--- config.mk ---
export PLATFORM = sky130hd
export DESIGN_NAME = cascade_ctl_decoder
export DESIGN_NICKNAME = d
export VERILOG_FILES = /design/src/rtl/cwd_pkg.sv /design/src/rtl/cwd_field_decode.sv /design/src/rtl/cwd_reg_bank.sv /design/src/rtl/cwd_tx_stage.sv /design/src/rtl/cascade_ctl_decoder.sv
export SDC_FILE = /design/constraint.sdc
export NUM_CORES = 1
export LEC_CHECK = 0
export ABC_AREA = 1
export BUFFER_PORTS_ARGS = -buffer_cell sky130_fd_sc_hd__clkbuf_2
export CORE_MARGIN = 5
export CORE_UTILIZATION = 35
export DETAILED_ROUTE_END_ITERATION = 6
export SLEW_MARGIN = 20
export SYNTH_ARGS = -nofsm -noshare
export SYNTH_HDL_FRONTEND = slang
export SYNTH_SLANG_ARGS = --single-unit
--- constraint.sdc ---
create_clock -name clk_i -period 0.9 [get_ports clk_i]
set_input_delay 0.135 -clock clk_i [delete_from_list [all_inputs] [get_ports clk_i]]
set_output_delay 0.135 -clock clk_i [all_outputs]
set_load 0.01 [all_outputs]
--- src/rtl/cwd_pkg.sv ---
package cwd_pkg;
  typedef enum logic [2:0] {
    ACT_NONE  = 3'd0,
    ACT_WRITE = 3'd1,
    ACT_READ  = 3'd2,
    ACT_FWD   = 3'd3,
    ACT_PASS  = 3'd4
  } act_e;
endpackage

--- src/rtl/cwd_field_decode.sv ---
module cwd_field_decode #(
  parameter int DATA_W = 8,
  parameter int SEL_W  = 3,
  parameter int DEV_W  = 3,
  localparam int WORD_W = 2 + DEV_W + SEL_W + DATA_W
) (
  input  logic [WORD_W-1:0] word_i,
  input  logic              valid_i,
  input  logic              mixed_i,
  output cwd_pkg::act_e     act_o,
  output logic [SEL_W-1:0]  sel_o,
  output logic [DATA_W-1:0] data_o,
  output logic [WORD_W-1:0] fwd_word_o
);
  localparam int SEL_LSB = DATA_W;
  localparam int DEV_LSB = DATA_W + SEL_W;
  localparam int RD_BIT  = WORD_W - 2;
  localparam int CTL_BIT = WORD_W - 1;

  logic [DEV_W-1:0] dev;
  logic             is_ctl;
  logic             is_rd;

  assign dev    = word_i[DEV_LSB +: DEV_W];
  assign is_ctl = word_i[CTL_BIT];
  assign is_rd  = word_i[RD_BIT];
  assign sel_o  = word_i[SEL_LSB +: SEL_W];
  assign data_o = word_i[DATA_W-1:0];

  always_comb begin
    fwd_word_o = word_i;
    fwd_word_o[DEV_LSB +: DEV_W] = dev - DEV_W'(1);
  end

  always_comb begin
    act_o = cwd_pkg::ACT_NONE;
    if (valid_i) begin
      if (!is_ctl) begin
        // low flag: sample data in mixed mode, invalid otherwise
        if (mixed_i) act_o = cwd_pkg::ACT_PASS;
      end else if (dev != '0) begin
        act_o = cwd_pkg::ACT_FWD;
      end else if (is_rd) begin
        act_o = cwd_pkg::ACT_READ;
      end else begin
        act_o = cwd_pkg::ACT_WRITE;
      end
    end
  end
endmodule

--- src/rtl/cwd_reg_bank.sv ---
module cwd_reg_bank #(
  parameter int DATA_W = 8,
  parameter int SEL_W  = 3,
  localparam int NUM_REGS = 1 << SEL_W
) (
  input  logic                       clk_i,
  input  logic                       rst_ni,
  input  logic                       we_i,
  input  logic [SEL_W-1:0]           sel_i,
  input  logic [DATA_W-1:0]          wdata_i,
  output logic [DATA_W-1:0]          rdata_o,
  output logic [NUM_REGS*DATA_W-1:0] regs_o
);
  logic [DATA_W-1:0] q [NUM_REGS];

  for (genvar g = 0; g < NUM_REGS; g++) begin : g_reg
    always_ff @(posedge clk_i or negedge rst_ni) begin
      if (!rst_ni) begin
        q[g] <= '0;
      end else if (we_i && (sel_i == SEL_W'(g))) begin
        q[g] <= wdata_i;
      end
    end
    assign regs_o[g*DATA_W +: DATA_W] = q[g];
  end

  assign rdata_o = q[sel_i];
endmodule

--- src/rtl/cwd_tx_stage.sv ---
module cwd_tx_stage #(
  parameter int DATA_W = 8,
  parameter int SEL_W  = 3,
  parameter int DEV_W  = 3,
  localparam int WORD_W = 2 + DEV_W + SEL_W + DATA_W
) (
  input  logic              clk_i,
  input  logic              rst_ni,
  input  cwd_pkg::act_e     act_i,
  input  logic [WORD_W-1:0] word_i,
  input  logic [WORD_W-1:0] fwd_word_i,
  input  logic [DATA_W-1:0] rdata_i,
  output logic [WORD_W-1:0] tx_word_o,
  output logic              tx_valid_o
);
  logic [WORD_W-1:0] nxt_word;
  logic              nxt_valid;

  always_comb begin
    nxt_word  = word_i;
    nxt_valid = 1'b1;
    unique case (act_i)
      cwd_pkg::ACT_FWD:  nxt_word = fwd_word_i;
      cwd_pkg::ACT_READ: nxt_word = {word_i[WORD_W-1:DATA_W], rdata_i};
      cwd_pkg::ACT_PASS: nxt_word = word_i;
      default:           nxt_valid = 1'b0;
    endcase
  end

  always_ff @(posedge clk_i or negedge rst_ni) begin
    if (!rst_ni) begin
      tx_word_o  <= '0;
      tx_valid_o <= 1'b0;
    end else begin
      tx_valid_o <= nxt_valid;
      if (nxt_valid) tx_word_o <= nxt_word;
    end
  end
endmodule

--- src/rtl/cascade_ctl_decoder.sv ---
module cascade_ctl_decoder #(
  parameter int DATA_W = 8,
  parameter int SEL_W  = 3,
  parameter int DEV_W  = 3,
  localparam int WORD_W   = 2 + DEV_W + SEL_W + DATA_W,
  localparam int NUM_REGS = 1 << SEL_W
) (
  input  logic                       clk_i,
  input  logic                       rst_ni,
  input  logic                       mixed_mode_i,
  input  logic [WORD_W-1:0]          rx_word_i,
  input  logic                       rx_valid_i,
  output logic [WORD_W-1:0]          tx_word_o,
  output logic                       tx_valid_o,
  output logic [NUM_REGS*DATA_W-1:0] regs_o
);
  cwd_pkg::act_e     act;
  logic [SEL_W-1:0]  sel;
  logic [DATA_W-1:0] wdata;
  logic [DATA_W-1:0] rdata;
  logic [WORD_W-1:0] fwd_word;

  cwd_field_decode #(.DATA_W(DATA_W), .SEL_W(SEL_W), .DEV_W(DEV_W)) u_dec (
    .word_i     (rx_word_i),
    .valid_i    (rx_valid_i),
    .mixed_i    (mixed_mode_i),
    .act_o      (act),
    .sel_o      (sel),
    .data_o     (wdata),
    .fwd_word_o (fwd_word)
  );

  cwd_reg_bank #(.DATA_W(DATA_W), .SEL_W(SEL_W)) u_bank (
    .clk_i   (clk_i),
    .rst_ni  (rst_ni),
    .we_i    (act == cwd_pkg::ACT_WRITE),
    .sel_i   (sel),
    .wdata_i (wdata),
    .rdata_o (rdata),
    .regs_o  (regs_o)
  );

  cwd_tx_stage #(.DATA_W(DATA_W), .SEL_W(SEL_W), .DEV_W(DEV_W)) u_tx (
    .clk_i      (clk_i),
    .rst_ni     (rst_ni),
    .act_i      (act),
    .word_i     (rx_word_i),
    .fwd_word_i (fwd_word),
    .rdata_i    (rdata),
    .tx_word_o  (tx_word_o),
    .tx_valid_o (tx_valid_o)
  );
endmodule

## After elaboration in Yosys (flattened, before gate mapping)

Index checks and enable logic that the tools add are counted.

| storage, ports and cells | value |
|---|---|
| register bits | 81 |
| bits in latches | 0 |
| bits in writable memories | 0 |
| ROM bits | 0 |
| bits of input ports | 20 |
| output and inout port bits | 81 |
| logic and storage cells | 45 |
| memories | 0 |

| operators by class | value |
|---|---|
| add/sub/neg operators | 1 |
| $mul | 0 |
| divide/modulo/power cells | 0 |
| order comparisons | 1 |
| equality and inequality tests | 11 |
| shift-type cells | 0 |
| mux-type cells | 10 |
| bitwise gates (word level) | 1 |
| reduce and logical (&&, ||, !) cells | 11 |

Operators with widths:

| cell | number |
|---|---|
| case mux 14 bit (2 select lines) | 1 |
| binary-select mux 8 bit (select 3 bit) | 1 |
| two-way mux 8 bit | 2 |
| == test 3 bit, second input constant | 5 |
| == test 3 x 2 -> 1 bit, second input constant | 4 |
| two-way mux 3 bit | 4 |
| logical AND 1 bit | 8 |
| == test 3 x 1 -> 1 bit, second input constant | 2 |
| >= comparator 4 bit, second input constant | 1 |
| inverter 3 -> 4 bit | 1 |
| zero test 3 bit | 1 |
| nonzero test 3 bit | 1 |
| OR reduction 3 bit | 1 |
| subtractor 3 x 1 -> 3 bit, second input constant | 1 |
| two-way mux 2 bit | 1 |
| two-way mux 1 bit | 1 |

## Logic depth before layout (Yosys ltp)

| logic depth | value |
|---|---|
| depth after elaboration | 7 |
| depth in mapped cells | 10 |
| gate-level depth less buffers | 8 |

## By module

Synthesis repeated with hierarchy kept, for this count alone.

| unflattened totals | value |
|---|---|
| cell total of the unflattened synthesis | 594 |
| area, all modules | 4421.7 um2 |

Modules (own cells, without submodules):

| module | instances | cells an instance | area each (um2) | sequential area each (um2) |
|---|---|---|---|---|
| cwd_reg_bank | 1 | 413 | 3104.2 | 1601.5 |
| cwd_tx_stage | 1 | 136 | 1031.0 | 425.4 |
| cwd_field_decode | 1 | 42 | 272.8 | 0.0 |
| cascade_ctl_decoder | 1 | 3 | 13.8 | 0.0 |

## Worst setup path before layout

OpenSTA, ideal clock, no wires.

| path | value |
|---|---|
| kind | in2reg |
| from | input rx_word_i[11] |
| to | register u_bank.q (netlist bit u_bank.regs_o[16]) |
| setup time | 0.126 ns |
| arrival | 1.265 ns |
| data required time | 0.774 ns |
| slack | -0.491 ns |
| stages on the path | 8 |
| buffers on the path | 1 |
| path through | inv_1 > ha_1 > nand2_1 > nor3_4 > nand2_2 > nor2_2 > buf_2 > o21ai_0 |

| on the way | value |
|---|---|
| cells in the longest elaborated chain, start to end | 6 |

RTL lines:

| item | RTL line | RTL |
|---|---|---|
| start, declared | cascade_ctl_decoder.sv:11 | `input logic [WORD_W-1:0] rx_word_i,` |
| nonzero test 3 bit | cwd_field_decode.sv:41 | `end else if (dev != '0) begin` |
| two-way mux 3 bit | cwd_field_decode.sv:41 |  |
| two-way mux 3 bit | cwd_field_decode.sv:38 | `if (!is_ctl) begin` |
| two-way mux 3 bit | cwd_field_decode.sv:37 | `if (valid_i) begin` |
| == test 3 x 1 -> 1 bit | cascade_ctl_decoder.sv:36 | `.we_i (act == cwd_pkg::ACT_WRITE),` |
| logical AND 1 bit | cwd_reg_bank.sv:20 | `end else if (we_i && (sel_i == SEL_W'(g))) begin` |
| end signal, assigned by index | cwd_reg_bank.sv:21 | `q[g] <= wdata_i;` |
| end, declared | cwd_reg_bank.sv:14 | `logic [DATA_W-1:0] q [NUM_REGS];` |

Every way passes these cells.
A chain may end at the register's enable or synchronous reset.

## Worst setup path after layout

| path | value |
|---|---|
| from | input rx_word_i[12] |
| to | register u_bank.q (netlist bit u_bank.regs_o[7]) |

Same word-level chain as after synthesis.

==> results_dict.tcl <==
set metrics [dict create \
    initial_core_util_pct 35.6 \
    h-tree-depth 3 \
    io_buffers 100 \
    core_mm2 0.0114 \
    cts_buffer_depth 2 \
    synthXorXnorAreaFrac_pct 0.431 \
    synth_seq_cells 81 \
    root_buffer "clkbuf_16" \
    top_usage_layer "met2" \
    hold_violations 0 \
    drc 0 \
    fin_cells 951 \
    die_area_mm2 0.0139 \
    syn_area_per_cell_um2 7.22 \
    grt_max_degree 30 \
    period_needed_ps 1240 \
    clock_skew_ps 3.40 \
    grt_usage_pct 19.5 \
    routabilityCongestion 0.897 \
    cts_inserted_buffers 9 \
    vias 4482 \
    hold_path.class "in2reg" \
    synthMuxAreaShare_pct 0 \
    synth-seq-area-share_pct 49.9 \
    synth-simple-area-share_pct 27.8 \
    clk_pin_slew_ps 60 \
    worstHoldStart "rx_word_i[11]" \
    viasPerCell 4.71 \
    die_x_um 118 \
    grtUsageMet1_pct 25.0 \
    post_drt_wl_per_cell_um 15.1 \
    drv_cap 0 \
    p_sw_w 0.00305 \
    antenna_found_initial 1 \
    first_global_vias 4399 \
    synth_area_mm2 0.00406 \
    worst_pin_slew_ps 377 \
    hold_path_end "u_tx.tx_word_o[11]" \
    yosysTopAreaCell "dfrtp_1" \
    final_util_pct 63.9 \
    setup_viol 161 \
    synth_cells 563 \
    synth.top_cell.area_share_pct 49.9 \
    r2r-end "u_tx.tx_word_o[3]" \
    grt-ovfl-total 0 \
    seq_power_share_pct 38.0 \
    startpoint "rx_word_i[12]" \
    power_leakage_nw 3.80 \
    violations "negative setup slack" \
    drv_slew 0 \
    worst_slack_ps -345 \
    r2r_cells 8 \
    fin_crit_sh_pct 138 \
    synth_top_family_by_area "simple AND/OR/NAND/NOR gates" \
    drt_pass1_iterations 4 \
    nets 825 \
    grt_pass1_wl_mm 21.9 \
    timing.rr.start "u_bank.regs_o[19]" \
    r2r_setup_slack_ps -210 \
    ir_drop_mv 1.02 \
    synth_area_leaders "dfrtp_1 (50%), nand2_1 (23%), o21ai_0 (8.4%)" \
    switching_share_pct 27.9 \
    syn2layout_area_growth_pct 79.6 \
    critPathKind "in2reg" \
    place_inst 894 \
    critPathArrivalTime_ps 1500 \
    p_comb_share_pct 25.9 \
    grt_util_met2_pct 32.6 \
    clockPowerShare_pct 36.1 \
    synth.distinct_cells 18 \
    synthAdderAreaFrac_pct 0.616 \
    fmax_mhz 803 \
    cts_tree "built" \
    synth-compound-area-share_pct 10.3 \
    clock_sinks 81 \
    die_y_um 118 \
    clk_latency_ps 340 \
    diodes 0 \
    row_count 39 \
    ant_nets 0 \
    layout-drive-gt1-share_pct 44.4 \
    syn-num-nets 585 \
    drt-initial-drc-count 189 \
    internal-power_w 0.00789 \
    powerDensity_mw_per_mm2 1500 \
    rsz0062_at_grt "true" \
    cp-start-kind "input pin" \
    yosysWarnings 0 \
    slew_headroom_pct 74.8 \
    crit_path_end_kind "register" \
    cp_max_fo 8 \
    met3_usage_pct 3.84 \
    dp_hpwl_mm 9.67 \
    ioPinCount 101 \
    status "finished, violations left" \
    wirelength_mm 14.4 \
    hold_depth 3 \
    cp.required_ps 1150 \
]
[layout by cell type (no fill, tap or decap), drive strengths merged, types with 4 or more instances in the layout]
cell type / synthesis / routed
nand4: 5 / 5
nand2: 250 / 250
inv: 87 / 88
o21ai: 68 / 68
clkbuf: 9 / 47
nor2: 16 / 16
nand3: 9 / 9
clkinv: 2 / 4
a21oi: 14 / 14
buf: 14 / 215
dfrtp: 81 / 81
[area by class of cell]
type / instances / area (um^2)
Clock buffer: 11 / 233
Fill cell: 984 / 4120
Tap cell: 143 / 179
Timing Repair Buffer: 252 / 2510
Inverter: 89 / 353
Clock inverter: 5 / 78.8
Sequential cell: 81 / 2030
Multi-Input combinational cell: 370 / 1920
[cell usage after synthesis, drive strengths merged]
master,number
nand2,250
inv,87
dfrtp,81
o21ai,68
nor2,16
a21oi,14
buf,14
clkbuf,9
nand3,9
nand4,5
nor3,3
clkinv,2
ha,2
xor2,2
o21a,1
[cell families after synthesis]
family | Yosys count
compound gates | 83
xor+xnor | 2
fa+ha+maj | 2
buf+inv | 112
flops | 81
simple gates | 283
[power groups by stage]
| stage | clock, W | sequential, W | combinational (W) |
|---|---|---|---|
| floorplan | 0 | 0.00432 | 0.000660 |
| global placement | 0 | 0.00418 | 0.00190 |
| detailed placement | 0 | 0.00418 | 0.00193 |
| CTS | 0.00399 | 0.00413 | 0.00225 |
| global route | 0.00415 | 0.00419 | 0.00306 |
| finish | 0.00395 | 0.00416 | 0.00283 |
[routing by layer]
metal,share of wire [%],up-vias
li1,-,2192
met1,41,2128
met2,51,133
met3,5.7,27
met4,2.2,2
met5,0.091,-
[state kept, by name, indices dropped and copies added (netlist names)]
name and count:
u_bank.regs_o 64, u_tx.tx_valid_o 1, u_tx.tx_word_o 16
[what timing repair did]
action	in CTS	in global routing
gates resized for setup	98	236
endpoints found under the setup margin	161	161
hold buffers	1	0
pin swaps	19	15
hold endpoints to repair	81	0
buffers inserted	31	8
cloned	3	3
[metrics by stage]
step / setup WS (ps) / area, um^2 / power, W / hold slack (ps) / setup TNS, ps
after floorplan: -479 / 4170 / 0.00498 / -161 / -27200
after global placement: -720 / 5600 / 0.00608 / 31.0 / -48790
after detailed placement: -800 / 5600 / 0.00611 / 31.7 / -51430
after CTS: -267 / 6520 / 0.0104 / 111 / -30590
after global routing: -398 / 7300 / 0.0114 / 140 / -35750
final: -345 / 7300 / 0.0109 / 132 / -28770
[worst max-delay path by stage]
stage                                    to  depth (start not counted)
after global routing       u_bank.regs_o[7]                         12
final                      u_bank.regs_o[7]                         12
after global placement    u_bank.regs_o[13]                         10
after floorplan           u_bank.regs_o[13]                          9
after CTS                 u_bank.regs_o[11]                         12
after detailed placement  u_bank.regs_o[11]                         10
[worst max-delay path, cell delays in order]
cell,delay [ps]
clkbuf_16,140
inv_12,50
ha_4,140
nand2_4,50
nor3_4,150
buf_6,130
nand2_4,50
buf_6,120
nor3_4,170
buf_6,170
nand2_1,60
o21ai_1,120
Power figures use the tool's default switching activity.
